===== src/rtl/nvm_pb_pkg.sv =====
package nvm_pb_pkg;
  typedef enum logic [2:0] {
    OP_NOP       = 3'd0,
    OP_LOAD      = 3'd1,
    OP_BUF_ERASE = 3'd2,
    OP_PG_ERASE  = 3'd3,
    OP_PG_WRITE  = 3'd4,
    OP_PG_ERWR   = 3'd5,
    OP_READ      = 3'd6,
    OP_RSVD      = 3'd7
  } nvm_op_e;
endpackage


===== src/rtl/nvm_pb_buffer.sv =====
module nvm_pb_buffer
  import nvm_pb_pkg::*;
#(
  parameter int DATA_W     = 8,
  parameter int PAGE_BYTES = 16,
  localparam int OFF_W     = $clog2(PAGE_BYTES)
) (
  input  logic                                   clk,
  input  logic                                   rst,
  input  logic                                   load_en,
  input  logic [OFF_W-1:0]                       load_off,
  input  logic [DATA_W-1:0]                      load_data,
  input  logic                                   clear,
  output logic [PAGE_BYTES-1:0][DATA_W-1:0]      buf_q,
  output logic [PAGE_BYTES-1:0]                  tag_q
);

  // Loads merge by AND; a clear restores the erased (all ones) state.
  always_ff @(posedge clk) begin
    if (rst || clear) begin
      buf_q <= '1;
      tag_q <= '0;
    end else if (load_en) begin
      buf_q[load_off] <= buf_q[load_off] & load_data;
      tag_q[load_off] <= 1'b1;
    end
  end

  // a load leaves its offset tagged
  assert_load_tags_R2: assert property (@(posedge clk) disable iff (rst)
    (load_en && !clear) |=> tag_q[$past(load_off)]);

  // a load never sets a bit that was clear in the buffer
  assert_and_merge_R3: assert property (@(posedge clk) disable iff (rst)
    (load_en && !clear) |=> ((buf_q[$past(load_off)] & ~$past(buf_q[load_off])) == '0));

  // after a clear, no tag survives
  assert_clear_tags_R10: assert property (@(posedge clk) disable iff (rst)
    clear |=> (tag_q == '0));

endmodule


===== src/rtl/nvm_pb_sequencer.sv =====
module nvm_pb_sequencer
  import nvm_pb_pkg::*;
#(
  parameter int PAGE_W = 3,
  parameter int CYC_W  = 8
) (
  input  logic              clk,
  input  logic              rst,
  input  logic              start,
  input  nvm_op_e           start_op,
  input  logic [PAGE_W-1:0] start_page,
  input  logic [CYC_W-1:0]  op_cycles,
  output logic              busy,
  output logic              done,
  output logic              apply,
  output nvm_op_e           act_op,
  output logic [PAGE_W-1:0] act_page
);

  logic [CYC_W-1:0] cnt_q;

  // The last busy cycle commits the page.
  assign apply = busy && (cnt_q == CYC_W'(1));

  always_ff @(posedge clk) begin
    if (rst) begin
      busy     <= 1'b0;
      done     <= 1'b0;
      cnt_q    <= '0;
      act_op   <= OP_NOP;
      act_page <= '0;
    end else begin
      done <= apply;
      if (start) begin
        busy     <= 1'b1;
        cnt_q    <= (op_cycles == '0) ? CYC_W'(1) : op_cycles;
        act_op   <= start_op;
        act_page <= start_page;
      end else if (apply) begin
        busy <= 1'b0;
      end else if (busy) begin
        cnt_q <= cnt_q - CYC_W'(1);
      end
    end
  end

  // done lasts one cycle
  assert_done_pulse_R9: assert property (@(posedge clk) disable iff (rst)
    done |=> !done);

  // done appears exactly as busy drops
  assert_done_after_busy_R9: assert property (@(posedge clk) disable iff (rst)
    done |-> (!busy && $past(busy)));

  // no new page command is started while one is running
  assert_no_restart_R11: assert property (@(posedge clk) disable iff (rst)
    start |-> !busy);

endmodule


===== src/rtl/nvm_pb_array.sv =====
module nvm_pb_array
  import nvm_pb_pkg::*;
#(
  parameter int DATA_W     = 8,
  parameter int PAGE_BYTES = 16,
  parameter int NUM_PAGES  = 8,
  localparam int OFF_W     = $clog2(PAGE_BYTES),
  localparam int PAGE_W    = $clog2(NUM_PAGES),
  localparam int ADDR_W    = OFF_W + PAGE_W,
  localparam int DEPTH     = PAGE_BYTES * NUM_PAGES
) (
  input  logic                              clk,
  input  logic                              rst,
  input  logic                              apply,
  input  nvm_op_e                           apply_op,
  input  logic [PAGE_W-1:0]                 apply_page,
  input  logic [PAGE_BYTES-1:0][DATA_W-1:0] buf_data,
  input  logic [PAGE_BYTES-1:0]             buf_tag,
  input  logic                              rd_en,
  input  logic [ADDR_W-1:0]                 rd_addr,
  output logic [DATA_W-1:0]                 rd_data,
  output logic                              rd_valid
);

  logic [DATA_W-1:0] mem [DEPTH];

  always_ff @(posedge clk) begin
    if (rst) begin
      for (int i = 0; i < DEPTH; i++) mem[i] <= '1;
      rd_data  <= '0;
      rd_valid <= 1'b0;
    end else begin
      rd_valid <= rd_en;
      if (rd_en) rd_data <= mem[rd_addr];
      if (apply) begin
        for (int o = 0; o < PAGE_BYTES; o++) begin
          if (buf_tag[o]) begin
            case (apply_op)
              OP_PG_ERASE: mem[{apply_page, OFF_W'(o)}] <= '1;
              OP_PG_WRITE: mem[{apply_page, OFF_W'(o)}] <=
                             mem[{apply_page, OFF_W'(o)}] & buf_data[o];
              default:     mem[{apply_page, OFF_W'(o)}] <= buf_data[o];
            endcase
          end
        end
      end
    end
  end

  // read data is valid only on the cycle after a read request
  assert_read_latency_R12: assert property (@(posedge clk) disable iff (rst)
    rd_valid |-> $past(rd_en));

  // reads and page commits never overlap
  assert_no_read_in_commit_R11: assert property (@(posedge clk) disable iff (rst)
    !(apply && rd_en));

endmodule


===== src/rtl/nvm_pagebuf_ctrl.sv =====
module nvm_pagebuf_ctrl
  import nvm_pb_pkg::*;
#(
  parameter int DATA_W     = 8,
  parameter int PAGE_BYTES = 16,
  parameter int NUM_PAGES  = 8,
  parameter int CYC_W      = 8,
  localparam int OFF_W     = $clog2(PAGE_BYTES),
  localparam int PAGE_W    = $clog2(NUM_PAGES),
  localparam int ADDR_W    = OFF_W + PAGE_W
) (
  input  logic              clk,
  input  logic              rst,
  input  logic              cmd_valid,
  input  logic [2:0]        cmd_op,
  input  logic [ADDR_W-1:0] cmd_addr,
  input  logic [DATA_W-1:0] cmd_wdata,
  input  logic [CYC_W-1:0]  op_cycles,
  output logic              busy,
  output logic              done,
  output logic              err,
  output logic              rd_valid,
  output logic [DATA_W-1:0] rd_data
);

  nvm_op_e op_e;
  logic    accept, load_en, buf_erase, start, rd_en, apply, clear;
  nvm_op_e act_op;
  logic [PAGE_W-1:0]                 act_page;
  logic [PAGE_BYTES-1:0][DATA_W-1:0] buf_q;
  logic [PAGE_BYTES-1:0]             tag_q;

  assign op_e      = nvm_op_e'(cmd_op);
  assign accept    = cmd_valid && !busy;
  assign load_en   = accept && (op_e == OP_LOAD);
  assign buf_erase = accept && (op_e == OP_BUF_ERASE);
  assign rd_en     = accept && (op_e == OP_READ);
  assign start     = accept && ((op_e == OP_PG_ERASE) || (op_e == OP_PG_WRITE) ||
                                (op_e == OP_PG_ERWR));
  assign clear     = buf_erase || apply;

  always_ff @(posedge clk) begin
    if (rst) err <= 1'b0;
    else     err <= cmd_valid && busy && (op_e != OP_NOP) && (op_e != OP_RSVD);
  end

  nvm_pb_buffer #(.DATA_W(DATA_W), .PAGE_BYTES(PAGE_BYTES)) u_buffer (
    .clk       (clk),
    .rst       (rst),
    .load_en   (load_en),
    .load_off  (cmd_addr[OFF_W-1:0]),
    .load_data (cmd_wdata),
    .clear     (clear),
    .buf_q     (buf_q),
    .tag_q     (tag_q)
  );

  nvm_pb_sequencer #(.PAGE_W(PAGE_W), .CYC_W(CYC_W)) u_seq (
    .clk        (clk),
    .rst        (rst),
    .start      (start),
    .start_op   (op_e),
    .start_page (cmd_addr[ADDR_W-1:OFF_W]),
    .op_cycles  (op_cycles),
    .busy       (busy),
    .done       (done),
    .apply      (apply),
    .act_op     (act_op),
    .act_page   (act_page)
  );

  nvm_pb_array #(.DATA_W(DATA_W), .PAGE_BYTES(PAGE_BYTES), .NUM_PAGES(NUM_PAGES)) u_array (
    .clk        (clk),
    .rst        (rst),
    .apply      (apply),
    .apply_op   (act_op),
    .apply_page (act_page),
    .buf_data   (buf_q),
    .buf_tag    (tag_q),
    .rd_en      (rd_en),
    .rd_addr    (cmd_addr),
    .rd_data    (rd_data),
    .rd_valid   (rd_valid)
  );

  // err only follows a command that met a busy block
  assert_err_when_busy_R11: assert property (@(posedge clk) disable iff (rst)
    err |-> $past(cmd_valid && busy));

  // a read answers on the next cycle
  assert_read_reply_R12: assert property (@(posedge clk) disable iff (rst)
    (cmd_valid && !busy && (cmd_op == 3'd6)) |=> rd_valid);

endmodule


===== config.mk =====
export PLATFORM = sky130hd
export DESIGN_NAME = nvm_pagebuf_ctrl
export DESIGN_NICKNAME = d
export VERILOG_FILES = /design/src/rtl/nvm_pb_pkg.sv /design/src/rtl/nvm_pb_buffer.sv /design/src/rtl/nvm_pb_sequencer.sv /design/src/rtl/nvm_pb_array.sv /design/src/rtl/nvm_pagebuf_ctrl.sv
export SDC_FILE = /design/constraint.sdc
export NUM_CORES = 2
export LEC_CHECK = 0
export BUFFER_PORTS_ARGS = -buffer_cell sky130_fd_sc_hd__buf_2
export CAP_MARGIN = 20
export CORE_MARGIN = 8
export CORE_UTILIZATION = 41
export DETAILED_ROUTE_END_ITERATION = 7
export SYNTH_ARGS = -nofsm -noshare
export SYNTH_HDL_FRONTEND = slang
export SYNTH_SLANG_ARGS = --single-unit
export TNS_END_PERCENT = 1

===== constraint.sdc =====
create_clock -name clk -period 2.6 [get_ports clk]
set_clock_uncertainty 0.1 [all_clocks]
set_input_delay 0 -clock clk [delete_from_list [all_inputs] [get_ports clk]]
set_output_delay 0 -clock clk [all_outputs]
set_load 0.03 [all_outputs]

==> key figures <==
Die
  – Die extent in y: 402 um
  – DIE AREA: 161000 um^2
  – Die width: 402 um
  – Initial Util: 41.3%
  – Top Ports: 41
  – Site row count: 141
  – Core area: 148000 um^2

Routing
  – Via density: 6.54
  – Routed WL: 279000 um
  – Iter 0 DRT Violations: 8405
  – Metal1 wirelength: 104000 um
  – Residual DRC count: 0
  – Met2 WL post-DR: 119000 um
  – WL met3: 38100 um
  – DR pass1 iterations: 6
  – Drt wl/cell: 37.7 um
  – Post-route ant nets: 0
  – Routed via count: 48347
  – Top Metal Used: met5

Power
  – Pwr dens: 577 nW/um^2
  – Static leakage: 0.0207 uW
  – Max rail drop VDD: 0.680 mV

CTS
  – Max clock buf depth: 3
  – CTS H-tree lvls: 4
  – Clk root buf: clkbuf_16
  – Worst-skew pair later-pin latency: 800 ps
  – Clock Pin Slew Worst Setup and Hold Paths: 60 ps
  – CTS tree: yes
  – Setup Buffers After CTS: 0
  – Sink count of the clock tree: 1197
  – Total CTS buffers: 136

Global routing
  – Largest net degree at the start of global routing: 127
  – Global-route wire length before repair: 375000 um
  – Vias in the first global route: 44932
  – Grt ovf: 0
  – Total track usage: 33.5%
  – Initial antenna violation count: 29

Worst hold path
  – Hold WC Path Type: in -> reg
  – Min-Delay Endpoint: u_seq.act_op[2]
  – Hold path depth: 4
  – Hold wc startpoint: cmd_op[2]

Setup path
  – Worst path bufs/invs: 0
  – Worst setup SP type: register
  – Worst path required time: 3170 ps
  – Crit-path cells: mux4_2 -> nand2_1 -> a21oi_1 -> o41ai_2 -> o21ai_0 -> o32a_1
  – Origin of the critical flop-to-flop path: u_array.mem[0][6]
  – Critical Path Max Stage Delay: 680 ps
  – R2r setup slk: -30 ps
  – CP delay by family, top: compound AO/OA/AOI/OAI gates
  – Critical Path Fanout Max: 2
  – R2R depth: 6
  – Crit path DAT: 3200 ps
  – Setup crit start: u_array.mem[0][6]
  – Worst R2R End: u_array.rd_data[6]
  – Worst Setup End Kind: register
  – Worst path slowest cell: o41ai_2
  – Worst Setup Path Type: reg -> reg

Synthesis
  – Post-synthesis mux area share: 22.6%
  – Ys flop type: edfxtp_1
  – Adder-cell share of the synthesized area: 0.0410%
  – Asr flop ratio synth: 0%
  – Synth Area in Compound Gates: 7.25%
  – Yosys warnings: 0
  – Post-Synth Simple-Gate Area: 11.4%
  – Post-synth EDFFs: 1024
  – Mapped cell area: 61000 um^2
  – Mapped Nets: 4655
  – Main combinational cell family by area after synthesis: multiplexers
  – Synthesized flop and latch total: 1197
  – Netlist cell types: 64
  – Area share of the largest cell type after synthesis: 50.4%
  – Synth Area in XOR/XNOR: 0.0144%
  – Post-synthesis sequential area ratio: 56.1%
  – Yosys top cell by area: edfxtp_1
  – Mapped Cells: 4624
  – Synth top area cells: edfxtp_1, mux4_2, nand2_1, dfxtp_1, mux2i_1
  – Mapped Avg Cell Area: 13.2 um^2

STA
  – Setup ws final: -25.1 ps
  – Max Slew Vio Count: 0
  – Final setup viols: 2
  – Period utilization: 101%
  – Slew headroom: 40.3%
  – RSZ-0062 raised after global routing: yes
  – Final Hold Fails: 0
  – Fmax: 0.381 GHz
  – Slew @ Worst Pin: 888 ps
  – Crit path time final: 2630 ps

Placement
  – DP Area: 69900 um^2
  – Routability Congestion: 1.11
  – PortBufs: 40
  – Hpwl dp: 221000 um

Cells and area
  – Commonest non-fill, non-tap cell in the layout: nand2_1
  – Footprint of the multi-input gates: 25400 um^2
  – FF/Latch Area: 34200 um^2
  – Finished layout cell area: 74900 um^2
  – Layout cell share with drive strength beyond 1: 31.7%
  – Final #Nets: 5372
  – Most frequent cells in the layout: nand2_1, edfxtp_1, buf_4
  – Final Core Density: 50.7%
  – Synthesis-to-finish area growth: 22.9%
  – Filler instances: 12516

Outcome
  – Failing checks: setup timing
  – Status: finished with violations

Job
  – Max cap viols: 0
==> report_power, final <==
group	total (uW)	switching, uW	internal (uW)
logic	3350	2110	1240
registers	20800	60.7	20800
clock network	19000	8190	10800
==> repair_timing <==
action	in CTS	in global routing
gates resized for setup	1	40
pin swaps	0	1
setup endpoints to repair	1	312
hold buffers	49	0
hold endpoints to repair	159	0
==> tightest hold or removal path, stage by stage <==
cell and delay [ps]:
dlygate4sd3_1 540, buf_2 160, inv_2 100, a211oi_1 80
==> sequential cells by signal, summed over array words and instances, names as in the netlist, named ones only <==
name              cells
u_seq.act_page        3
u_buffer.tag_q       16
err                   1
u_seq.cnt_q           8
u_array.rd_valid      1
u_buffer.buf_q      128
u_seq.act_op          3
u_seq.busy            1
u_array.rd_data       8
u_seq.done            1
u_array.mem        1024
==> layout make-up <==
cell class	instances	area share, %
Antenna cell	10	0.0334
Clock buffer	183	5.01
Clock inverter	62	0.701
Timing Repair Buffer	876	11.3
Sequential cell	1197	45.7
Tap cell	1930	3.22
Multi-Input combinational cell	3103	33.9
Inverter	27	0.139
==> logic make-up after synthesis <==
family                   after synthesis
flip-flops                          1197
adder cells (fa/ha/maj)                2
multiplexers                         758
XOR/XNOR                               1
buffers and inverters                324
AO/OA/AOI/OAI                        629
AND/OR/NAND/NOR                     1713
==> worst max path at each step <==
stage                                to  cells after the start
detailed placement   u_array.rd_data[6]                      9
global route          u_array.mem[0][3]                      7
finish               u_array.rd_data[6]                      6
global placement     u_array.rd_data[6]                      9
floorplan           u_array.mem[105][0]                      7
CTS                      u_seq.cnt_q[7]                      9
==> synthesized netlist by cell type (all sizes together) (19+ instances only) <==
cell and n:
dfxtp 173, a21oi 162, buf 155, nand2 1390
o21ai 152, edfxtp 1024, o211ai 133, mux2i 255
inv 27, nor3 19, a22oi 34, o22ai 49
nand3 49, mux4 495, clkbuf 142, a211oi 23
nor2 196
==> stage by stage <==
step	instances	setup TNS, ps	total power, uW	worst slack (ps)	hold slack, ps
floorplan	4624	-87990	22800	-221	54.7
finish	7388	-31.4	43200	-25.1	38.7
global placement	7084	-907	24400	-353	169
CTS	7378	0	43200	26.4	4.39
detailed placement	7084	-798	24400	-343	189
global route	7378	-934	44100	-76.4	63.1
==> per-layer routing <==
metal | GRT usage (%) | vias to the layer above
li1 | - | 19123
met1 | 45.4 | 24569
met2 | 49.3 | 3921
met3 | 9.52 | 716
met4 | 17.0 | 18
met5 | 0 | -
Note: power is estimated with default switching activity, not from simulation.
